### config.mk
export PLATFORM = sky130hd
export DESIGN_NAME = dmacs_status_top
export DESIGN_NICKNAME = d
export VERILOG_FILES = /design/src/rtl/dmacs_pkg.sv /design/src/rtl/dmacs_src_gate.sv /design/src/rtl/dmacs_chan_reg.sv /design/src/rtl/dmacs_irq_reg.sv /design/src/rtl/dmacs_status_top.sv
export SDC_FILE = /design/constraint.sdc
export NUM_CORES = 1
export LEC_CHECK = 0
export ABC_AREA = 1
export BUFFER_PORTS_ARGS = -buffer_cell sky130_fd_sc_hd__clkbuf_2
export CAP_MARGIN = 10
export CORE_UTILIZATION = 53
export DETAILED_ROUTE_END_ITERATION = 10
export PLACE_DENSITY_LB_ADDON = 0.05
export SLEW_MARGIN = 5
export SYNTH_ARGS = -nofsm -noshare
export SYNTH_HDL_FRONTEND = slang
export SYNTH_HIERARCHICAL = 1
export SYNTH_SLANG_ARGS = --single-unit
### constraint.sdc
create_clock -name clk -period 1.6 [get_ports clk]
set_clock_uncertainty 0.1 [all_clocks]
set_input_delay 0.08 -clock clk [delete_from_list [all_inputs] [get_ports clk]]
set_output_delay 0.08 -clock clk [all_outputs]
set_load 0.03 [all_outputs]
### src/rtl/dmacs_pkg.sv
// Package: shared bit positions, masks and event type for the DMA
// channel status block. Assumes 32-bit channel words.
package dmacs_pkg;
    localparam int STW       = 32;
    localparam int B_BERR    = 0;
    localparam int B_START   = 1;
    localparam int B_END     = 2;
    localparam int B_STOP    = 3;
    localparam int B_RAS     = 4;
    localparam int B_REQ     = 8;
    localparam int B_EOR     = 9;
    localparam int B_CMP     = 10;
    localparam int B_MRUN    = 22;
    localparam int B_RASEN   = 23;
    localparam int B_CMPCLR  = 24;
    localparam int B_CMPSET  = 25;
    localparam int B_EOREN   = 28;
    localparam int B_STOPEN  = 29;
    localparam int B_RUN     = 31;

    // Status bits retained across a write (request-pending is never stored).
    localparam logic [STW-1:0] KEEP_M  = 32'h0000_061F;
    // Flags cleared by a written one.
    localparam logic [STW-1:0] W1C_M   = 32'h0000_0207;
    // Control bits loaded from the written value.
    localparam logic [STW-1:0] LOAD_M  = 32'hFC80_0000;
    localparam logic [STW-1:0] RESET_V = 32'h0000_0008;

    typedef struct packed {
        logic berr;
        logic start;
        logic done;
        logic stop;
        logic ras;
        logic eor;
    } evt_t;
endpackage

### src/rtl/dmacs_src_gate.sv
// Module: turns the flag/enable bits of one channel word into its five
// interrupt contributions. Purely combinational.
module dmacs_src_gate (
    input  logic       stop_f,
    input  logic       stop_en,
    input  logic       eor_f,
    input  logic       eor_en,
    input  logic       ras_f,
    input  logic       ras_en,
    input  logic       start_f,
    input  logic       end_f,
    output logic [4:0] contrib
);
    // Gated sources need their enable; start and end pass straight through.
    always_comb begin
        contrib[0] = stop_f & stop_en;
        contrib[1] = eor_f & eor_en;
        contrib[2] = ras_f & ras_en;
        contrib[3] = start_f;
        contrib[4] = end_f;
    end
endmodule

### src/rtl/dmacs_chan_reg.sv
// Module: one channel status word. Applies software write semantics,
// then ORs in engine events, and reports the interrupt contributions of
// both the stored and the next word. Assumes wr_hit is already decoded.
module dmacs_chan_reg
    import dmacs_pkg::*;
(
    input  logic           clk,
    input  logic           rst_n,
    input  logic           wr_hit,
    input  logic [STW-1:0] wr_val,
    input  evt_t           evt,
    output logic [STW-1:0] stat_q,
    output logic [4:0]     contrib_q,
    output logic [4:0]     contrib_d
);
    logic [STW-1:0] stat_d;

    // Next-state: write semantics first, then engine events on top.
    always_comb begin
        stat_d = stat_q;
        if (wr_hit) begin
            stat_d = (stat_q & KEEP_M) & ~(wr_val & W1C_M);
            stat_d = stat_d | (wr_val & LOAD_M);
            if (stat_d[B_STOPEN])
                stat_d[B_STOP] = 1'b0;
            if (wr_val[B_RUN])
                stat_d[B_STOP] = 1'b0;
            if (!wr_val[B_RUN] && !wr_val[B_MRUN])
                stat_d[B_STOP] = 1'b1;
            if (wr_val[B_CMPCLR])
                stat_d[B_CMP] = 1'b0;
            if (wr_val[B_CMPSET])
                stat_d[B_CMP] = 1'b1;
        end
        if (evt.berr)  stat_d[B_BERR]  = 1'b1;
        if (evt.start) stat_d[B_START] = 1'b1;
        if (evt.done)  stat_d[B_END]   = 1'b1;
        if (evt.stop)  stat_d[B_STOP]  = 1'b1;
        if (evt.ras)   stat_d[B_RAS]   = 1'b1;
        if (evt.eor)   stat_d[B_EOR]   = 1'b1;
    end

    // Word register with reset to stop-only.
    always_ff @(posedge clk) begin
        if (!rst_n)
            stat_q <= RESET_V;
        else
            stat_q <= stat_d;
    end

    dmacs_src_gate u_gate_q (
        .stop_f (stat_q[B_STOP]),  .stop_en(stat_q[B_STOPEN]),
        .eor_f  (stat_q[B_EOR]),   .eor_en (stat_q[B_EOREN]),
        .ras_f  (stat_q[B_RAS]),   .ras_en (stat_q[B_RASEN]),
        .start_f(stat_q[B_START]), .end_f  (stat_q[B_END]),
        .contrib(contrib_q)
    );

    dmacs_src_gate u_gate_d (
        .stop_f (stat_d[B_STOP]),  .stop_en(stat_d[B_STOPEN]),
        .eor_f  (stat_d[B_EOR]),   .eor_en (stat_d[B_EOREN]),
        .ras_f  (stat_d[B_RAS]),   .ras_en (stat_d[B_RASEN]),
        .start_f(stat_d[B_START]), .end_f  (stat_d[B_END]),
        .contrib(contrib_d)
    );
endmodule

### src/rtl/dmacs_irq_reg.sv
// Module: registered OR of the next-state pending bits of all channels,
// so the line moves on the same edge as the channel words.
module dmacs_irq_reg #(
    parameter int NCH = 8
) (
    input  logic           clk,
    input  logic           rst_n,
    input  logic [NCH-1:0] pend_next,
    output logic           irq
);
    // Interrupt flop.
    always_ff @(posedge clk) begin
        if (!rst_n)
            irq <= 1'b0;
        else
            irq <= |pend_next;
    end
endmodule

### src/rtl/dmacs_status_top.sv
// Module: DMA channel status and interrupt controller top. Instantiates
// one status word per channel, the read mux with live request-pending,
// the pending summary and the interrupt register. Assumes NCH >= 2.
module dmacs_status_top
    import dmacs_pkg::*;
#(
    parameter int NCH = 8,
    localparam int CHW = $clog2(NCH)
) (
    input  logic           clk,
    input  logic           rst_n,
    input  logic           wr_en,
    input  logic [CHW-1:0] wr_ch,
    input  logic [31:0]    wr_data,
    input  logic [CHW-1:0] rd_ch,
    output logic [31:0]    rd_data,
    input  logic [NCH-1:0] req_active,
    input  logic [NCH-1:0] ev_berr,
    input  logic [NCH-1:0] ev_start,
    input  logic [NCH-1:0] ev_end,
    input  logic [NCH-1:0] ev_stop,
    input  logic [NCH-1:0] ev_ras,
    input  logic [NCH-1:0] ev_eor,
    output logic [NCH-1:0] pend_summary,
    output logic           irq
);
    logic [NCH-1:0][STW-1:0] chan_stat;
    logic [NCH-1:0]          pend_next;

    for (genvar c = 0; c < NCH; c++) begin : g_ch
        logic [4:0] cq;
        logic [4:0] cd;
        evt_t       ev;
        assign ev = '{berr: ev_berr[c], start: ev_start[c], done: ev_end[c],
                      stop: ev_stop[c], ras: ev_ras[c], eor: ev_eor[c]};
        dmacs_chan_reg u_chan (
            .clk      (clk),
            .rst_n    (rst_n),
            .wr_hit   (wr_en && (int'(wr_ch) == c)),
            .wr_val   (wr_data),
            .evt      (ev),
            .stat_q   (chan_stat[c]),
            .contrib_q(cq),
            .contrib_d(cd)
        );
        assign pend_summary[c] = |cq;
        assign pend_next[c]    = |cd;
    end

    // Read mux: selected word with the live request bit merged in.
    always_comb begin
        rd_data = '0;
        for (int c = 0; c < NCH; c++) begin
            if (int'(rd_ch) == c) begin
                rd_data        = chan_stat[c];
                rd_data[B_REQ] = req_active[c];
            end
        end
    end

    dmacs_irq_reg #(.NCH(NCH)) u_irq (
        .clk      (clk),
        .rst_n    (rst_n),
        .pend_next(pend_next),
        .irq      (irq)
    );
endmodule

==> reports/metrics.yaml <==
status:
  status: "finished, violations left"
  failed_checks: "setup timing"
sta:
  report.final.hold_viol_count: 0
  report.final.slew_viol_count: 0
  holdWs_ns: 0.0193
  max_clock_freq_mhz: 567
  fin_crit_sh_pct: 110
  post-route-worst-setup-slack_ns: -0.163
  layout_min_cycle_time_ns: 1.76
  unrepaired_setup_endpoints_after_global_routing: "true"
  finalSetupViolations: 12
global_routing:
  grt_pass1_wl_um: 40200
  grt_start_max_net_pins: 49
  globalRouteTotalUtil_pct: 31.5
  globalRouteOverflowTotal: 0
  antenna_violations_before_repair: 0
  grt_pass1_vias: 7744
clock_network:
  cts_tree: "yes"
  clk_root_buf: "sky130_fd_sc_hd__clkbuf_16"
  clock_latency_ns: 0.42
  worst_setup_hold_path_clk_slew_ns: 0.06
  numCtsBuffers: 17
  worst_case_clock_buffer_depth: 2
  clock_sink_count: 113
  cts-htree-levels: 4
floorplanning:
  num_io_pins: 138
  row_count: 46
  fp.coreArea_um2: 15900
  die_w_um: 130
  chipHeight_um: 130
  floorplan.die_area_um2: 16800
  floorplan.initialDensity_pct: 54.5
synth:
  syn-mean-instance-area_um2: 6.27
  synthCells: 1380
  ys.warnings.count: 6
  netlist_area_um2: 8650
placed_design:
  io_buffer_count: 102
  routabilityCongestion: 0.856
  place.detailed.hpwl_um: 18700
setup_path:
  start_kind: "flop"
  critical_path.reg2reg.startpoint: "g_ch[1].u_chan/stat_q[23]"
  cp-end-kind: "output pin"
  required_worst_endpoint_ns: 1.42
  criticalPathCategory: "reg2out"
  timing.reg2reg.setup_slack_ns: 0.11
  arrival_ns: 1.58
  r2r-end: "u_irq/irq"
  crit_path_max_fanout: 2
  worst_r2r_path_depth: 11
layout:
  finalCoreUtilization_pct: 68.6
  n_fill_cell: 1453
  area_growth_from_synthesis_to_layout_pct: 26.0
  final_net_count: 1692
  final_layout_size_suffix_gt1_share_pct: 25.4
  insertedDiodeCount: 0
drt:
  wl_um: 26000
  drc: 0
  detail_route.vias_per_cell: 4.93
  firstDrtPassIters: 5
  route.detailed.wl_per_inst_um: 14.2
  dr.first_iter.drc_count: 720
  antenna_left: 0
  via_count: 8985
power:
  total_power_density_per_cell_area_nw_per_um2: 801
  vdd_drop_max_mv: 0.739
  leakage_uw: 0.00544
hold_path:
  hold_end: "g_ch[5].u_chan/stat_q[23]"
  hold_start: "wr_data[23]"
  min-delay-path-class: "in2reg"
  min_delay_path_depth: 4
run:
  timing.max_cap.violations: 0
==> timing repair <==
| item | CTS | global route |
|---|---|---|
| endpoints found under the hold margin | 71 | 0 |
| resized for setup | 32 | 40 |
| hold buffers | 57 | 0 |
| pin swaps | 13 | 14 |
| setup buffers | 3 | 2 |
| setup endpoints to repair | 16 | 18 |
==> layer usage <==
layer	vias to the layer above	GRT usage, %	share of wire [%]
met3	44	5.08	7.5
met2	353	51.7	46
li1	4589	-	-
met4	0	9.23	2.2
met1	3999	42.6	44
met5	-	0	0
==> cells in the final DEF, fill, tap and decap left out, types with 19 or more instances in the layout <==
master,n
sky130_fd_sc_hd__a21oi_1,40
sky130_fd_sc_hd__a21oi_2,40
sky130_fd_sc_hd__buf_4,118
sky130_fd_sc_hd__clkbuf_2,86
sky130_fd_sc_hd__conb_1,136
sky130_fd_sc_hd__dfxtp_1,95
sky130_fd_sc_hd__dlygate4sd3_1,57
sky130_fd_sc_hd__inv_1,131
sky130_fd_sc_hd__inv_2,19
sky130_fd_sc_hd__nand2_1,344
sky130_fd_sc_hd__nand2_2,40
sky130_fd_sc_hd__nand3_1,40
sky130_fd_sc_hd__nand4_1,160
sky130_fd_sc_hd__nor2_1,154
sky130_fd_sc_hd__o21ai_1,24
==> critical path, cell delays in order (launching register included) <==
cell,delay [ns]
sky130_fd_sc_hd__dfxtp_2,0.33
sky130_fd_sc_hd__nand4_1,0.10
sky130_fd_sc_hd__nand4_1,0.26
sky130_fd_sc_hd__nor2_1,0.18
sky130_fd_sc_hd__nand4_1,0.11
sky130_fd_sc_hd__clkbuf_8,0.18
==> sequential cells by signal, indices dropped and copies added (netlist names) <==
signal,flops
u_irq/irq,1
g_ch.u_chan/stat_q,112
==> through the flow <==
| stage | total power [uW] | cells | instance area, um2 | setup slack (ns) | setup TNS, ns |
|---|---|---|---|---|---|
| 2_1_floorplan | 4320 | 1508 | 9130 | 0.116 | 0 |
| 3_3_place_gp | 4630 | 1732 | 9520 | -0.443 | -0.443 |
| 3_5_place_dp | 4640 | 1732 | 9520 | -0.471 | -0.471 |
| 4_1_cts | 8690 | 1822 | 10800 | -0.161 | -1.47 |
| 5_1_grt | 9080 | 1824 | 10900 | -0.206 | -1.90 |
| 6_report | 8740 | 1824 | 10900 | -0.163 | -1.32 |
==> how the worst max path moves through the flow <==
stage / from / endpoint / slack [ns] / cells past startpoint
3_3_place_gp: wr_ch[1] / u_irq/irq / -0.44 / 16
4_1_cts: g_ch[1].u_chan/stat_q[1] / rd_data[1] / -0.16 / 5
5_1_grt: g_ch[3].u_chan/stat_q[1] / rd_data[1] / -0.21 / 5
3_5_place_dp: wr_ch[1] / u_irq/irq / -0.47 / 16
6_report: g_ch[3].u_chan/stat_q[1] / rd_data[1] / -0.16 / 5
2_1_floorplan: wr_ch[2] / u_irq/irq / 0.12 / 14
==> power by group <==
group	internal [uW]	leakage, uW	switching (uW)
registers	2940	0.000932	104
clock network	2460	0.000286	1460
logic	664	0.00422	1100
==> area by class of cell <==
class	count	area, um2	area share (%)
Inverter	151	568	5.21
Tap cell	216	270	2.48
Sequential cell	113	2280	21.0
Timing Repair Buffer	293	2370	21.7
Clock inverter	15	186	1.71
Clock buffer	17	425	3.90
Multi-Input combinational cell	1019	4800	44.0
(Power assumes the default switching activity.)
